$ cat src/rtl/pspwm_pkg.sv
// Shared types and helpers for the phase-shifted carrier modulator.
// Assumes four carriers per phase and three phases.
package pspwm_pkg;

    typedef enum logic {
        DIR_UP   = 1'b0,
        DIR_DOWN = 1'b1
    } ramp_dir_e;

    localparam int unsigned NUM_CARRIERS = 4;
    localparam int unsigned NUM_PHASES   = 3;

    // Even carrier peak nearest CLK/(2*CAR), so a quarter period is whole.
    function automatic int unsigned even_peak(input int unsigned clk_hz,
                                              input int unsigned car_hz);
        return 2 * ((clk_hz + 2 * car_hz) / (4 * car_hz));
    endfunction

endpackage

$ cat src/rtl/pspwm_carrier.sv
// One triangular carrier: an up/down counter between 0 and PEAK.
// Its signed level is the count minus PEAK/2.
// Assumes PEAK is even and at least 4; the start point sets the phase.
module pspwm_carrier
    import pspwm_pkg::*;
#(
    parameter int unsigned PEAK      = 2084,
    parameter int unsigned CW        = 12,
    parameter int unsigned SW        = 18,
    parameter int unsigned START_CNT = 0,
    parameter ramp_dir_e   START_DIR = DIR_UP
) (
    input  logic                 clk,
    input  logic                 rst_n,
    output logic [CW-1:0]        cnt,
    output logic signed [SW-1:0] level
);

    localparam logic signed [SW-1:0] HALF_S = SW'(PEAK / 2);

    ramp_dir_e dir;

    // Step the count once per cycle and turn around at 0 and PEAK.
    always_ff @(posedge clk) begin
        if (!rst_n) begin
            cnt <= CW'(START_CNT);
            dir <= START_DIR;
        end else if (dir == DIR_UP) begin
            cnt <= cnt + 1'b1;
            if (cnt == CW'(PEAK - 1)) dir <= DIR_DOWN;
        end else begin
            cnt <= cnt - 1'b1;
            if (cnt == CW'(1)) dir <= DIR_UP;
        end
    end

    // Centre the count around zero for signed comparison.
    always_comb level = $signed({{(SW-CW){1'b0}}, cnt}) - HALF_S;

    AST_CARRIER_RANGE: assert property (@(posedge clk) disable iff (!rst_n)
        cnt <= CW'(PEAK));

    AST_CARRIER_STEP: assert property (@(posedge clk) disable iff (!rst_n)
        1'b1 |=> (cnt == $past(cnt) + 1'b1) || (cnt == $past(cnt) - 1'b1));

endmodule

$ cat src/rtl/pspwm_ref_bank.sv
// Holds the shadow and active modulating references for each phase.
// Inputs are clipped to [-HALF, +HALF] as they are captured. Active
// values change only when the top reports a carrier-0 trough.
module pspwm_ref_bank
    import pspwm_pkg::*;
#(
    parameter int unsigned RW   = 16,
    parameter int unsigned SW   = 18,
    parameter int unsigned HALF = 1042
) (
    input  logic                 clk,
    input  logic                 rst_n,
    input  logic                 load,
    input  logic                 trough,
    input  logic signed [RW-1:0] raw_in  [NUM_PHASES],
    output logic signed [SW-1:0] active  [NUM_PHASES]
);

    localparam logic signed [SW-1:0] HI_LIM = SW'(HALF);
    localparam logic signed [SW-1:0] LO_LIM = -SW'(HALF);

    logic signed [SW-1:0] shadow [NUM_PHASES];

    for (genvar p = 0; p < NUM_PHASES; p++) begin : g_phase
        logic signed [SW-1:0] wide;
        logic signed [SW-1:0] clipped;

        // Sign-extend the raw input and clip it to the carrier swing.
        always_comb begin
            wide = {{(SW-RW){raw_in[p][RW-1]}}, raw_in[p]};
            if (wide > HI_LIM)      clipped = HI_LIM;
            else if (wide < LO_LIM) clipped = LO_LIM;
            else                    clipped = wide;
        end

        // Capture on strobe; move shadow to active at a trough.
        always_ff @(posedge clk) begin
            if (!rst_n) begin
                shadow[p] <= '0;
                active[p] <= '0;
            end else begin
                if (load)   shadow[p] <= clipped;
                if (trough) active[p] <= shadow[p];
            end
        end

        AST_SHADOW_SAT: assert property (@(posedge clk) disable iff (!rst_n)
            (shadow[p] <= HI_LIM) && (shadow[p] >= LO_LIM));

        AST_ACTIVE_HOLD: assert property (@(posedge clk) disable iff (!rst_n)
            !trough |=> $stable(active[p]));
    end

endmodule

$ cat src/rtl/pspwm_phase_cmp.sv
// Registered comparators for one phase: one per carrier, each with a
// complementary output. Assumes carrier and reference share width SW.
module pspwm_phase_cmp
    import pspwm_pkg::*;
#(
    parameter int unsigned SW = 18
) (
    input  logic                    clk,
    input  logic                    rst_n,
    input  logic signed [SW-1:0]    carrier [NUM_CARRIERS],
    input  logic signed [SW-1:0]    ref_lvl,
    output logic [NUM_CARRIERS-1:0] hi,
    output logic [NUM_CARRIERS-1:0] lo
);

    logic [NUM_CARRIERS-1:0] cmp;

    // Main decision: the carrier at or above the reference gives a 1.
    always_comb begin
        for (int k = 0; k < NUM_CARRIERS; k++) cmp[k] = (carrier[k] >= ref_lvl);
    end

    // Register both polarities so they switch on the same edge.
    always_ff @(posedge clk) begin
        if (!rst_n) begin
            hi <= '0;
            lo <= '1;
        end else begin
            hi <= cmp;
            lo <= ~cmp;
        end
    end

    AST_COMP_INVERSE: assert property (@(posedge clk) disable iff (!rst_n)
        lo == ~hi);

endmodule

$ cat src/rtl/pspwm_modulator.sv
// Top level of the phase-shifted carrier PWM modulator. Four carriers
// a quarter period apart are shared by three phase comparators.
// Assumes the clock is CLK_HZ and that the references are signed.
module pspwm_modulator
    import pspwm_pkg::*;
#(
    parameter int unsigned CLK_HZ     = 50_000_000,
    parameter int unsigned CARRIER_HZ = 12_000,
    parameter int unsigned REF_W      = 16
) (
    input  logic                    clk,
    input  logic                    rst_n,
    input  logic                    ref_load,
    input  logic signed [REF_W-1:0] ref_a,
    input  logic signed [REF_W-1:0] ref_b,
    input  logic signed [REF_W-1:0] ref_c,
    output logic [11:0]             gate_hi,
    output logic [11:0]             gate_lo
);

    localparam int unsigned PEAK = even_peak(CLK_HZ, CARRIER_HZ);
    localparam int unsigned HALF = PEAK / 2;
    localparam int unsigned CW   = $clog2(PEAK + 1);
    localparam int unsigned SW   = (((CW + 1) > REF_W) ? (CW + 1) : REF_W) + 1;

    logic [CW-1:0]        cnt_all [NUM_CARRIERS];
    logic signed [SW-1:0] lvl_all [NUM_CARRIERS];
    logic signed [REF_W-1:0] ref_raw [NUM_PHASES];
    logic signed [SW-1:0] ref_act [NUM_PHASES];
    logic                 trough;

    // Carriers start a quarter period apart along one triangle.
    for (genvar k = 0; k < NUM_CARRIERS; k++) begin : g_car
        localparam int unsigned    ST_CNT = (k == 0) ? 0 : ((k == 2) ? PEAK : HALF);
        localparam ramp_dir_e      ST_DIR = (k < 2) ? DIR_UP : DIR_DOWN;
        pspwm_carrier #(
            .PEAK(PEAK), .CW(CW), .SW(SW),
            .START_CNT(ST_CNT), .START_DIR(ST_DIR)
        ) u_car (
            .clk(clk), .rst_n(rst_n),
            .cnt(cnt_all[k]), .level(lvl_all[k])
        );
    end

    // Carrier 0 at its lowest count marks the reference update point.
    always_comb trough = (cnt_all[0] == '0);

    // Gather the phase inputs into an array.
    always_comb begin
        ref_raw[0] = ref_a;
        ref_raw[1] = ref_b;
        ref_raw[2] = ref_c;
    end

    pspwm_ref_bank #(.RW(REF_W), .SW(SW), .HALF(HALF)) u_refs (
        .clk(clk), .rst_n(rst_n), .load(ref_load), .trough(trough),
        .raw_in(ref_raw), .active(ref_act)
    );

    for (genvar p = 0; p < NUM_PHASES; p++) begin : g_ph
        pspwm_phase_cmp #(.SW(SW)) u_cmp (
            .clk(clk), .rst_n(rst_n),
            .carrier(lvl_all), .ref_lvl(ref_act[p]),
            .hi(gate_hi[4*p +: 4]), .lo(gate_lo[4*p +: 4])
        );
    end

    AST_QUARTER_SPACING: assert property (@(posedge clk) disable iff (!rst_n)
        (cnt_all[0] == '0) |-> (cnt_all[1] == CW'(HALF)) && (cnt_all[2] == CW'(PEAK))
                              && (cnt_all[3] == CW'(HALF)));

    AST_RESET_GATES: assert property (@(posedge clk)
        !rst_n |=> (gate_hi == 12'h000) && (gate_lo == 12'hFFF));

endmodule

$ cat config.mk
export PLATFORM = sky130hd
export DESIGN_NAME = pspwm_modulator
export DESIGN_NICKNAME = d
export VERILOG_FILES = /design/src/rtl/pspwm_pkg.sv /design/src/rtl/pspwm_carrier.sv /design/src/rtl/pspwm_ref_bank.sv /design/src/rtl/pspwm_phase_cmp.sv /design/src/rtl/pspwm_modulator.sv
export SDC_FILE = /design/constraint.sdc
export NUM_CORES = 1
export LEC_CHECK = 0
export CAP_MARGIN = 30
export CELL_PAD_IN_SITES_DETAIL_PLACEMENT = 2
export CELL_PAD_IN_SITES_GLOBAL_PLACEMENT = 2
export CORE_UTILIZATION = 40
export CTS_BUF_LIST = sky130_fd_sc_hd__clkbuf_4
export DETAILED_ROUTE_END_ITERATION = 10
export DONT_BUFFER_PORTS = 1
export HOLD_SLACK_MARGIN = 0.05
export PLACE_DENSITY_LB_ADDON = 0.1
export SLEW_MARGIN = 20
export SYNTH_ARGS = -nofsm -noshare
export SYNTH_HDL_FRONTEND = slang
export SYNTH_SLANG_ARGS = --single-unit
$ cat constraint.sdc
create_clock -name clk -period 5.6 [get_ports clk]
set_input_delay 0.28 -clock clk [delete_from_list [all_inputs] [get_ports clk]]
set_output_delay 0.28 -clock clk [all_outputs]
set_load 0.05 [all_outputs]
# Word level (Yosys, flattened, before mapping)
# Memory sizes are Yosys's and may differ from the RTL's. A register that Yosys moved wholly into a read port is not among the register bits.
# Cells that the tools add are included.
# totals
ff_bits	76
mem_bits_rw	51
output_inout_bits	24
wordCells	92
mem_count	1
# memory_table
name	depth	width	read_ports	rd_ports_with_merged_regs	wr	line_no	source
u_refs.shadow	3	17	3	3	3	pspwm_ref_bank.sv:22	logic signed [SW-1:0] shadow [NUM_PHASES];
# op_classes
add_sub_neg	12
magnitude_cmp	18
n_eq_ne	8
mux	29
bitwise_logic	6
reduce_logical	4
# op_table
operator	count
greater-or-equal comparator 13 x 17 -> 1 bit	12
2-to-1 mux 17 bit	9
subtractor 12 x 11 -> 13 bit (second input constant)	4
adder 12 x 1 -> 12 bit (second input constant)	4
equality test 12 x 1 -> 1 bit (second input constant)	4
equality test 12 bit (second input constant)	4
> comparator 16 x 12 -> 1 bit (second input constant)	3
< comparator 16 x 12 -> 1 bit (second input constant)	3
2-to-1 mux 12 bit	4
subtractor 12 x 1 -> 12 bit (second input constant)	4
2-to-1 mux 1 bit	16
logical NOT 12 bit	1
inverter 4 bit	3
logical NOT 1 bit	3
OR 1 bit	3

# Depth between registers and ports, before layout
# Gate-level depths: netlist (run 1).
# logic_depth
ltp_word	4
ltp_mapped	13
mapped_depth_nobuf	13

# Hierarchy
# Synthesis (run 1) repeated with hierarchy kept, for this count alone.
# unflattened
hier_cells	1532
area_unflattened_um2	13541.7
# modules_own_cells
mod	n_inst	cells_per_inst	area_each_um2
pspwm_phase_cmp	3	224	1799.2
pspwm_ref_bank	1	353	4011.3
pspwm_carrier (g_car[1].u_car)	1	125	1041.0
pspwm_carrier (g_car[2].u_car)	1	131	1037.2
pspwm_carrier (g_car[3].u_car)	1	120	1032.2
pspwm_carrier (g_car[0].u_car)	1	127	997.2
pspwm_modulator	1	4	25.0

# Worst setup path before layout (run 1)
# No wires, ideal clock.
# synth_path
path_type	register to register
from	reg g_car[0].u_car.cnt[7]
to	reg g_ph[2].u_cmp.hi[0]
setup_ns	0.116
arrival_ns	3.200
slack_ns	2.284
stages_incl_launch_ff	12
period_less_slack_ns	3.316
path_cell_list	dfxtp_1 buf_6 or4_4 buf_6 or3_1 a21oi_1 ha_1 a21o_1 a31oi_1 o211ai_1 a211o_1 o211a_1
# synth_via
elab_chain_cells	2
# synth_lines
element	line_no	source
start: declaration	pspwm_carrier.sv:15	output logic [CW-1:0] cnt,
start signal: assignment	pspwm_carrier.sv:26	cnt <= CW'(START_CNT);
start signal: assignment	pspwm_carrier.sv:29	cnt <= cnt + 1'b1;
start signal: assignment	pspwm_carrier.sv:32	cnt <= cnt - 1'b1;
subtractor 12 x 11 -> 13 bit	pspwm_carrier.sv:38	always_comb level = $signed({{(SW-CW){1'b0}}, cnt}) - HALF_S;
greater-or-equal comparator 13 x 17 -> 1 bit	pspwm_phase_cmp.sv:20	for (int k = 0; k < NUM_CARRIERS; k++) cmp[k] = (carrier[k] >= ref_lvl);
end signal: assignment	pspwm_phase_cmp.sv:29	hi <= cmp;
end: declaration	pspwm_phase_cmp.sv:12	output logic [NUM_CARRIERS-1:0] hi,
# Every way passes these cells.
# A chain may end at the register's enable or synchronous reset.

# Final worst setup path (run 1)
# layout_path
from	reg g_car[1].u_car.cnt[1]
to	reg g_ph[0].u_cmp.lo[1]
# layout_via
elab_chain_cells	3
# layout_lines
element	line_no	source
start: declaration	pspwm_carrier.sv:15	
start signal: assignment	pspwm_carrier.sv:26	
start signal: assignment	pspwm_carrier.sv:29	
start signal: assignment	pspwm_carrier.sv:32	
subtractor 12 x 11 -> 13 bit	pspwm_carrier.sv:38	
greater-or-equal comparator 13 x 17 -> 1 bit	pspwm_phase_cmp.sv:20	
inverter 4 bit	pspwm_phase_cmp.sv:30	lo <= ~cmp;
end signal: assignment	pspwm_phase_cmp.sv:30	
end: declaration	pspwm_phase_cmp.sv:13	output logic [NUM_CARRIERS-1:0] lo
# Every way passes these cells.

==> impl_metrics.json, run 1 <==
{
  "required_ns": 6.14,
  "path_class": "flip-flop to flip-flop",
  "synthArstFlopShare_pct": 0,
  "cts_max_path_buffers": 2,
  "finalSetupViolations": 0,
  "cts_resized": 0,
  "fp.dieH_microns": 178,
  "synth_warnings": 0,
  "vdd_drop_max_v": 0.000149,
  "setup_tns_ns": 0,
  "synth_seq_cells": 172,
  "relSlewSlack_pct": 44.6,
  "final_util_pct": 44.9,
  "arrival_ns": 4.27,
  "skew_ns": 0.0315,
  "cp_slowest_stage_delay_ns": 0.45,
  "critPathTopFamily": "simple AND/OR/NAND/NOR gates",
  "initial_utilization_pct": 40.6,
  "nets": 1764,
  "max_freq_ghz": 0.268,
  "outcome": "complete, no violations",
  "cts_root_buf": "clkbuf_4",
  "hp-class": "primary input to flip-flop",
  "worst_slack_ns": 1.87,
  "syn_inst": 1455,
  "die_width_microns": 178,
  "cp-start-kind": "flip-flop",
  "power.density_nw_per_um2": 294,
  "viasPerCell": 5.74,
  "netlist_area_sq_um": 12400,
  "wirelength_microns": 43500,
  "antenna_found_initial": 1,
  "cts_htree_levels": 4,
  "netlist_top_cells_area": "ha_1 (22%), dfxtp_1 (20%), edfxtp_1 (12%), nand2_1 (5.6%), a21oi_1 (4.9%)",
  "hold_violations": 0,
  "grt_max_degree": 75,
  "crit_chain": "inv_1 -> ha_1 -> inv_1 -> o21ai_0 -> nand2_1 -> o41ai_1 -> xor2_1 -> ha_1 -> nand4_1 -> nor4_1 -> o31ai_1 -> nand2_1 -> mux2_2",
  "cap_viol_max_count": 0,
  "min_period_ns": 3.73,
  "period_share_pct": 66.6,
  "grt_pass1_vias": 11900,
  "firstDrtPassIters": 4,
  "slew_violations": 0,
  "cts.sinks": 172,
  "syn_to_final_growth_pct": 10.7,
  "reg2reg_slack_ns": 1.87,
  "synth_flop_cell": "dfxtp_1",
  "grt_pass1_wl_microns": 67600,
  "final_antenna_net_count": 0,
  "drc": 0,
  "clkTransAtPathRegs_ns": 0.17,
  "worstPathMaxFanout": 7,
  "num_rows": 64,
  "cp.buffers_inverters": 2,
  "synth.avg_cell_area_sq_um": 8.53,
  "synth.yosys.seq_area_share_pct": 31.6,
  "drive_above_1_share_pct": 4.25,
  "multi_input_area_sq_um": 7840,
  "drt_iter0_drc": 307,
  "via_count": 10900,
  "synth_edf_count": 48,
  "rsz0062_at_grt": "false",
  "yosysUniqueCellTypes": 68,
  "seqCellArea_sq_um": 3920,
  "core_sq_um": 30600,
  "wl_per_cell_microns": 22.9,
  "gp_congestion": 0.894,
  "overflow": 0,
  "yosys.area.top_type": "ha_1",
  "cp-end-kind": "flip-flop",
  "cp_slowest_cell": "nor4_1",
  "die_area_sq_um": 31700,
  "insertion_delay_ns": 0.64,
  "cts_buffers": 17,
  "hpwl_microns": 32500,
  "dpl_worst_slack_ns": 1.88,
  "leakagePower_nw": 5.76,
  "syn_nets": 1725,
  "synth_top_area_share_pct": 22.1,
  "port_buffers": 0,
  "fillers": 3468,
  "worst_slew_pin_slew_ns": 0.831,
  "track_usage_pct": 28.4,
  "ios": 75,
  "cts_tree": "built"
}
-- state kept, by name (all words and copies together), names as in the netlist --
name / count
g_car.u_car.cnt: 48
g_car.u_car.dir: 4
g_ph.u_cmp.hi: 12
g_ph.u_cmp.lo: 12
u_refs.active: 48
u_refs.shadow: 48
-- Yosys cell counts, drive strengths merged, types with 7 or more instances --
cell type / count
a21o: 22
buf: 17
a31oi: 13
o211ai: 8
nand2: 185
dfxtp: 124
nor4: 11
o21ai: 39
and3: 13
nand3: 43
or4: 13
nor2: 146
a211oi: 12
edfxtp: 48
a211o: 7
xor2: 29
a21oi: 121
inv: 98
ha: 219
o22ai: 7
xnor2: 47
o221ai: 9
clkbuf: 42
nand4: 23
nand2b: 18
a221oi: 7
nor3: 36
-- worst register-to-register path: stages (launching register included) --
cell	delay (ns)
dfxtp_1	0.38
inv_1	0.20
ha_1	0.32
inv_1	0.06
o21ai_0	0.26
nand2_1	0.17
o41ai_1	0.36
xor2_1	0.44
ha_1	0.22
nand4_1	0.12
nor4_1	0.45
o31ai_1	0.16
nand2_1	0.16
mux2_2	0.35
-- routing by layer --
metal / share of wire (%) / routed length, microns / vias up / track usage (%)
met2: 53 / 23200 / 133 / 54.0
met3: 1.9 / 833 / 33 / 3.62
li1: - / - / 5249 / -
met4: 1.5 / 638 / 0 / 6.62
met1: 43 / 18900 / 5512 / 33.2
met5: 0 / 0 / - / 0
-- worst paths after layout --
kind                              end                   from  cells past startpoint
setup / recovery  g_ph[0].u_cmp.lo[1]  g_car[1].u_car.cnt[1]                     13
setup reg to reg  g_ph[0].u_cmp.lo[1]  g_car[1].u_car.cnt[1]                     13
hold reg to reg     u_refs.active[46]      u_refs.active[46]                      2
hold / removal    u_refs.shadow[0][2]              ref_a[15]                      3
-- logic make-up after synthesis --
| group | count (synthesis) | synth area share, % |
|---|---|---|
| flops | 172 | 31.6 |
| compound gates | 296 | 15.2 |
| buf+inv | 157 | 5.23 |
| mux | 6 | 0.504 |
| fa+ha+maj | 219 | 22.1 |
| simple gates | 529 | 19.9 |
| xor+xnor | 76 | 5.36 |
-- where the power goes --
| part | internal, W | switching, W | leakage [nW] | total, W |
|---|---|---|---|---|
| sequential | 0.00141 | 0.000298 | 1.53 | 0.00171 |
| combinational | 0.000590 | 0.000926 | 4.07 | 0.00152 |
| clock | 0.000287 | 0.000523 | 0.158 | 0.000811 |
| total | 0.00229 | 0.00175 | 5.76 | 0.00404 |
-- through the flow --
stage	cells	power [W]	cell area [sq um]	hold slack [ns]
finish	1904	0.00404	13700	0.170
global route	1904	0.00430	13700	0.131
CTS	1901	0.00406	13700	0.0797
detailed placement	1798	0.00320	12700	0.358
global placement	1797	0.00310	12700	0.355
floorplan	1455	0.00272	12400	0.436
-- area by class of cell --
class                      instances  share of cell area, %
clock buffer                      18                  0.984
sequential                       172                   28.6
clock inverter                    14                   1.28
multi-input combinational       1126                   57.1
timing repair buffer              79                   5.78
tap                              396                   3.61
inverter                          98                   2.68
antenna                            1                 0.0182
-- cells in the final DEF, fill, tap and decap left out, types with 8 or more instances in the layout --
cell type,netlist,final
xnor2_1,47,47
clkbuf_4,0,19
a211oi_1,12,12
or4_1,11,11
and3_1,13,13
nand4_1,23,23
xor2_1,29,29
dfxtp_1,124,124
nor4_1,10,10
ha_1,219,219
o221ai_1,9,9
edfxtp_1,48,48
nand2b_1,18,17
inv_1,97,97
a21o_1,22,22
nand3_1,43,43
o21ai_0,39,39
a31oi_1,13,13
dlygate4sd3_1,0,70
nand2_1,185,185
nor2_1,146,146
o211ai_1,8,8
a21oi_1,121,121
nor3_1,36,36
-- what timing repair did --
| action | CTS | global route |
|---|---|---|
| setup buffers | 0 | 0 |
| hold buffers | 71 | 0 |
| endpoints found under the hold margin | 97 | 0 |
Note: power is estimated with default switching activity, not from simulation.
==> run 2, diff against run 1 <==
--- a/config.mk
+++ b/config.mk
@@ -5,10 +5,11 @@
 export SDC_FILE = /design/constraint.sdc
 export NUM_CORES = 1
 export LEC_CHECK = 0
+export ABC_AREA = 1
 export CAP_MARGIN = 30
 export CELL_PAD_IN_SITES_DETAIL_PLACEMENT = 2
 export CELL_PAD_IN_SITES_GLOBAL_PLACEMENT = 2
-export CORE_UTILIZATION = 40
+export CORE_UTILIZATION = 38
 export CTS_BUF_LIST = sky130_fd_sc_hd__clkbuf_4
 export DETAILED_ROUTE_END_ITERATION = 10
 export DONT_BUFFER_PORTS = 1
==> constraint.sdc (replaced) <==
create_clock -name clk -period 3.8 [get_ports clk]
set_input_delay 0.19 -clock clk [delete_from_list [all_inputs] [get_ports clk]]
set_output_delay 0.19 -clock clk [all_outputs]
set_load 0.05 [all_outputs]
==> run 2 against run 1 <==
Combinational power increased by 70%. Worst hold slack got worse by 0.058 ns. Critical path depth increased by 5. Maximum frequency increased by 12%. Clock power increased by 48%. Via count increased by 18%. Total power increased by 56%. Die area increased by 13%. Count of clock-buffer cells in the layout increased by 2. Final area increased by 6.6%. Critical path type unchanged. Critical endpoint is now g_ph[0].u_cmp.hi[3]. Largest cell class unchanged. Largest power group is now combinational logic.
==> impl_metrics.json, run 2 <==
{
  "die_width_microns": 189,
  "synth.avg_cell_area_sq_um": 6.99,
  "overflow": 0,
  "p_comb_share_pct": 41.1,
  "setup_tns_ns": 0,
  "gp_congestion": 0.830,
  "final_util_pct": 42.5,
  "yosysUniqueCellTypes": 39,
  "initial_utilization_pct": 38.6,
  "worst_slack_ns": 0.485,
  "track_usage_pct": 28.6,
  "design_area_sq_um": 14600,
  "via_count": 12900,
  "netlist_area_sq_um": 13300,
  "die_area_sq_um": 35800,
  "path_class": "flip-flop to flip-flop",
  "wl_per_cell_microns": 20.5,
  "drc": 0,
  "nets": 2217,
  "p_total_w": 0.00628,
  "cp-start-kind": "flip-flop",
  "grt_max_degree": 113,
  "arrival_ns": 3.93,
  "fp.dieH_microns": 189,
  "viasPerCell": 5.34,
  "cts_tree": "built",
  "largest_registers": "g_car.u_car.cnt x48, u_refs.active x48, u_refs.shadow x48",
  "hpwl_microns": 36800,
  "wirelength_microns": 49600,
  "slew_violations": 0,
  "finalSetupViolations": 0,
  "placed_area_sq_um": 13700,
  "max_freq_ghz": 0.302,
  "dpl_worst_slack_ns": 0.473,
  "cts_max_path_buffers": 2,
  "hp-class": "primary input to flip-flop",
  "insertion_delay_ns": 0.67,
  "leakagePower_nw": 7.31,
  "clkTransAtPathRegs_ns": 0.16,
  "synth_flop_cell": "dfxtp_1",
  "p_sw_share_pct": 46.0,
  "final_antenna_net_count": 0,
  "cts_resized": 0,
  "netlist_top_cells_area": "ha_1 (21%), dfxtp_1 (19%), nand2_1 (13%), edfxtp_1 (11%), nor2_1 (7.4%)",
  "worstPathMaxFanout": 6,
  "min_period_ns": 3.32,
  "worst_slew_pin_slew_ns": 0.742,
  "syn_to_final_growth_pct": 10.0,
  "ios": 75,
  "synthArstFlopShare_pct": 0,
  "skew_ns": 0.0257,
  "p_sw_w": 0.00289,
  "synth_edf_count": 48,
  "power.density_nw_per_um2": 429,
  "synth_warnings": 0,
  "grt_pass1_vias": 14300,
  "cp-end-kind": "flip-flop",
  "syn_nets": 2173,
  "synth_seq_cells": 172,
  "cts_htree_levels": 4,
  "relSlewSlack_pct": 50.4,
  "cts.sinks": 172,
  "firstDrtPassIters": 5,
  "grt_pass1_wl_microns": 77900,
  "cap_viol_max_count": 0,
  "drive_above_1_share_pct": 2.91,
  "intPower_w": 0.00339,
  "yosys-top-cells-count": "nand2_1 (469), nor2_1 (261), inv_1 (249), ha_1 (219), a21oi_1 (157)",
  "num_rows": 68,
  "rsz0062_at_grt": "false",
  "required_ns": 4.41,
  "seq_power_share_pct": 39.8,
  "drt_iter0_drc": 475,
  "synth.yosys.seq_area_share_pct": 29.5,
  "syn_inst": 1903,
  "antenna_found_initial": 2,
  "outcome": "complete, no violations",
  "yosys.area.top_type": "ha_1",
  "synthMostInstantiatedCell": "nand2_1",
  "core_sq_um": 34500,
  "cts_buffers": 17,
  "period_share_pct": 87.2,
  "layout_common_cells": "nand2_1 (469), nor2_1 (261), inv_1 (249)",
  "hold_violations": 0,
  "clockPowerShare_pct": 19.1,
  "vdd_drop_max_v": 0.000251,
  "cts_root_buf": "clkbuf_4",
  "port_buffers": 0,
  "synth_top_area_share_pct": 20.6,
  "layout_commonest_cell": "nand2_1"
}
-- run 2: changes by cell type in the layout (fill, tap and decap cells not counted), sizes merged, moves of 12 or more --
cell,previous run,this run
a21oi,121,157
nor2,146,266
nor3,36,18
nand2b,18,0
a31oi,13,1
nand3,43,89
a211oi,12,0
inv,104,256
o21ai,39,113
xnor2,47,4
or4,13,0
dlygate4sd3,70,58
nand2,185,471
-- run 2: per-layer routing --
layer,track usage [%],routed length (microns),vias up
met3,4.28,1370,80
met4,10.9,1640,0
met5,0,0,-
met1,33.7,21600,6343
met2,51.9,25000,180
li1,-,-,6294
-- run 2: final cells by class --
cell class | count | area (sq um)
timing repair buffer | 69 | 703
tap | 455 | 569
inverter | 251 | 942
clock buffer | 20 | 150
clock inverter | 12 | 139
fill | 4187 | 19800
sequential | 172 | 3920
multi-input combinational | 1436 | 8210
antenna | 2 | 5.00
-- run 2: final timing paths --
path / start / endpoint / slack (ns) / cells after the start
hold / removal: ref_b[10] / u_refs.shadow[1][15] / 0.11 / 3
setup reg to reg: g_car[3].u_car.cnt[1] / g_ph[0].u_cmp.hi[3] / 0.48 / 18
setup / recovery: g_car[3].u_car.cnt[1] / g_ph[0].u_cmp.hi[3] / 0.48 / 18
hold reg to reg: g_car[2].u_car.cnt[0] / g_car[2].u_car.cnt[0] / 0.52 / 1
-- run 2: per-stage QoR --
stage,hold WS (ns),instances
floorplan,0.400,1903
global placement,0.292,2323
detailed placement,0.301,2324
CTS,0.0598,2415
global route,0.0678,2417
finish,0.112,2417
-- run 2: critical path: stages, from the launching register on --
cell	delay, ns
dfxtp_1	0.45
inv_1	0.19
ha_1	0.29
a21oi_1	0.41
inv_1	0.08
a21oi_1	0.18
xor2_1	0.47
ha_1	0.33
nand2_1	0.08
inv_1	0.05
nand2_1	0.06
nand2_1	0.05
nand2_1	0.05
nand2_1	0.04
nor2_1	0.15
nand2_1	0.10
nand2_1	0.09
nand2_1	0.06
nor2_1	0.11
-- run 2: cell families after synthesis --
| group | Yosys count | share of synthesized area (%) |
|---|---|---|
| XOR/XNOR | 33 | 2.17 |
| buffers and inverters | 295 | 8.82 |
| AO/OA/AOI/OAI | 292 | 11.4 |
| adder cells (fa/ha/maj) | 219 | 20.6 |
| flip-flops | 172 | 29.5 |
| AND/OR/NAND/NOR | 892 | 27.5 |
-- run 2: repair_timing --
item	in CTS	in global routing
hold endpoints to repair	163	0
hold buffers	59	0
setup buffers	0	0
-- run 2: power groups by stage --
stage / registers, W / clock network [W] / logic (W)
after floorplan: 0.00247 / 0 / 0.00177
after global placement: 0.00253 / 0 / 0.00229
after detailed placement: 0.00254 / 0 / 0.00249
after CTS: 0.00250 / 0.00122 / 0.00259
after global routing: 0.00252 / 0.00130 / 0.00296
final: 0.00250 / 0.00120 / 0.00258
==> run 3, diff against run 2 <==
--- a/config.mk
+++ b/config.mk
@@ -5,17 +5,15 @@
 export SDC_FILE = /design/constraint.sdc
 export NUM_CORES = 1
 export LEC_CHECK = 0
-export ABC_AREA = 1
 export CAP_MARGIN = 30
 export CELL_PAD_IN_SITES_DETAIL_PLACEMENT = 2
 export CELL_PAD_IN_SITES_GLOBAL_PLACEMENT = 2
-export CORE_UTILIZATION = 38
+export CORE_UTILIZATION = 35
 export CTS_BUF_LIST = sky130_fd_sc_hd__clkbuf_4
 export DETAILED_ROUTE_END_ITERATION = 10
 export DONT_BUFFER_PORTS = 1
 export HOLD_SLACK_MARGIN = 0.05
 export PLACE_DENSITY_LB_ADDON = 0.1
-export SLEW_MARGIN = 20
 export SYNTH_ARGS = -nofsm -noshare
 export SYNTH_HDL_FRONTEND = slang
 export SYNTH_SLANG_ARGS = --single-unit
==> run 3 against run 2 <==
Via count fell by 15%. Core utilization fell by 2.1 points. Sequential power barely moved. Register-to-register slack got worse by 0.19 ns. Die area rose by 1.2%. Setup slack got worse by 0.19 ns. Critical path type unchanged. Combinational power fell by 14%. Sequential cell count did not move.
==> impl_metrics.json, run 3 (synthesized netlist as in run 1, its figures left out) <==
{
  "cts_buffers": 17,
  "leakagePower_nw": 5.91,
  "fp.dieH_microns": 190,
  "hold_violations": 0,
  "num_rows": 68,
  "r2r_end": "g_ph[0].u_cmp.lo[1]",
  "outcome": "complete, no violations",
  "rr_startpoint": "g_car[1].u_car.cnt[1]",
  "firstDrtPassIters": 5,
  "vdd_drop_max_v": 0.000214,
  "die_width_microns": 190,
  "reg2reg_slack_ns": 0.30,
  "insertion_delay_ns": 0.64,
  "cts_tree": "built",
  "layout_common_cells": "ha_1 (219), nand2_1 (185), nor2_1 (146)",
  "port_buffers": 0,
  "gp_congestion": 0.839,
  "required_ns": 4.36,
  "overflow": 0,
  "track_usage_pct": 25.0,
  "initial_utilization_pct": 35.7,
  "power.density_nw_per_um2": 420,
  "period_share_pct": 92.2,
  "largest_registers": "g_car.u_car.cnt x48, u_refs.active x48, u_refs.shadow x48",
  "hold_start": "ref_c[15]",
  "cp-end-kind": "flip-flop",
  "wl_per_cell_microns": 22.3,
  "cp_slowest_stage_delay_ns": 0.38,
  "holdPathEnd": "u_refs.shadow[2][15]",
  "arrival_ns": 4.07,
  "relSlewSlack_pct": 53.6,
  "setup_tns_ns": 0,
  "nets": 1786,
  "hold_path_depth": 4,
  "ff2ff_path_depth": 13,
  "grt_max_degree": 70,
  "cts_htree_levels": 4,
  "hpwl_microns": 32400,
  "core_sq_um": 34700,
  "hp-class": "primary input to flip-flop",
  "postCtsSetupRepairBufs": 0,
  "finalSetupViolations": 0,
  "rsz0062_at_grt": "false",
  "final_antenna_net_count": 0,
  "cap_viol_max_count": 0,
  "worstPathMaxFanout": 7,
  "cts_root_buf": "clkbuf_4",
  "intPower_w": 0.00333,
  "viasPerCell": 5.53,
  "cts.sinks": 172,
  "worst_slew_pin_slew_ns": 0.697,
  "drive_above_1_share_pct": 4.38,
  "seq_power_share_pct": 42.9,
  "p_comb_share_pct": 37.8,
  "skew_ns": 0.0378,
  "drc": 0,
  "grt_pass1_wl_microns": 68000,
  "die_area_sq_um": 36200,
  "cts_max_path_buffers": 2,
  "min_period_ns": 3.50,
  "syn_to_final_growth_pct": 13.0,
  "cp_slowest_cell": "dfxtp_1",
  "final_util_pct": 40.4,
  "ios": 75,
  "clockPowerShare_pct": 19.3,
  "p_sw_share_pct": 43.4,
  "clkTransAtPathRegs_ns": 0.19,
  "slew_violations": 0,
  "max_freq_ghz": 0.285,
  "drt_iter0_drc": 427,
  "via_count": 11000,
  "antenna_found_initial": 1,
  "crit_chain": "inv_1 -> ha_1 -> inv_1 -> o21ai_0 -> nand2_1 -> o41ai_1 -> xor2_1 -> ha_1 -> nand4_1 -> nor4_2 -> o31ai_1 -> nand2_1 -> mux2_2",
  "wirelength_microns": 44200,
  "layout_commonest_cell": "ha_1",
  "cp-start-kind": "flip-flop",
  "grt_pass1_vias": 11800,
  "p_sw_w": 0.00256,
  "path_class": "flip-flop to flip-flop"
}
run 3: cell count changes in the layout (fill, tap and decap cells not counted), sizes merged, moves of 13 or more:
cell         change
nand2          -286
inv            -150
nor2           -120
o21ai           -74
nand3           -46
xnor2           +43
a21oi           -36
dlygate4sd3     +31
nand2b          +18
nor3            +18
or4             +13
run 3: power by group through the flow:
stage | Combinational [W] | Clock [W] | Sequential (W)
after floorplan | 0.00153 | 0 | 0.00248
after global placement | 0.00200 | 0 | 0.00257
after detailed placement | 0.00212 | 0 | 0.00258
after CTS | 0.00222 | 0.00119 | 0.00254
after global routing | 0.00248 | 0.00126 | 0.00256
final | 0.00223 | 0.00114 | 0.00253
run 3: layout make-up:
class	instances	area, sq um
clock buffer	18	135
multi-input combinational	1126	7840
tap	455	569
antenna	2	5.00
fill	3873	20700
timing repair buffer	101	1030
inverter	98	368
sequential	172	3920
clock inverter	14	154
run 3: worst max-delay path by stage:
stage	from	end	slack, ns	depth (start not counted)
after floorplan	g_car[0].u_car.cnt[7]	g_ph[2].u_cmp.hi[0]	0.48	11
after global placement	g_car[1].u_car.cnt[1]	g_ph[0].u_cmp.lo[1]	0.47	13
after detailed placement	g_car[1].u_car.cnt[1]	g_ph[0].u_cmp.lo[1]	0.26	13
after CTS	g_car[1].u_car.cnt[1]	g_ph[0].u_cmp.lo[1]	0.23	13
after global routing	g_car[1].u_car.cnt[1]	g_ph[0].u_cmp.lo[1]	0.01	13
final	g_car[1].u_car.cnt[1]	g_ph[0].u_cmp.lo[1]	0.30	13
run 3: repair_timing:
action	4_1_cts	5_1_grt
hold buffers	90	0
endpoints found under the hold margin	109	0
resized for setup	0	1
setup endpoints to repair	0	1
run 3: layer usage:
layer / share of wire [%] / track usage, % / up-vias
li1: - / - / 5285
met1: 46 / 31.4 / 5510
met2: 50 / 44.7 / 145
met3: 2.2 / 3.50 / 40
met4: 1.9 / 5.97 / 0
met5: 0 / 0 / -
run 3: through the flow:
step,instance area [sq um],std cells,total power [W],hold slack [ns],setup slack (ns)
3_5_place_dp,12800,1862,0.00470,0.278,0.262
3_3_place_gp,12800,1861,0.00457,0.275,0.472
2_1_floorplan,12400,1455,0.00401,0.391,0.484
6_report,14000,1986,0.00589,0.139,0.296
5_1_grt,14000,1986,0.00630,0.0981,0.0127
4_1_cts,14000,1984,0.00594,0.0575,0.225
run 3: worst max-delay path: cells and delay by family, from the launching register on:
family	cells	cell delay, ns
buffers and inverters	2	0.26
and+or+nand+nor	4	0.81
xor gates and xnor gates	1	0.21
DFF	1	0.38
muxes	1	0.34
AOI/OAI and AO/OA	3	0.79
adders and majority gates	2	0.64
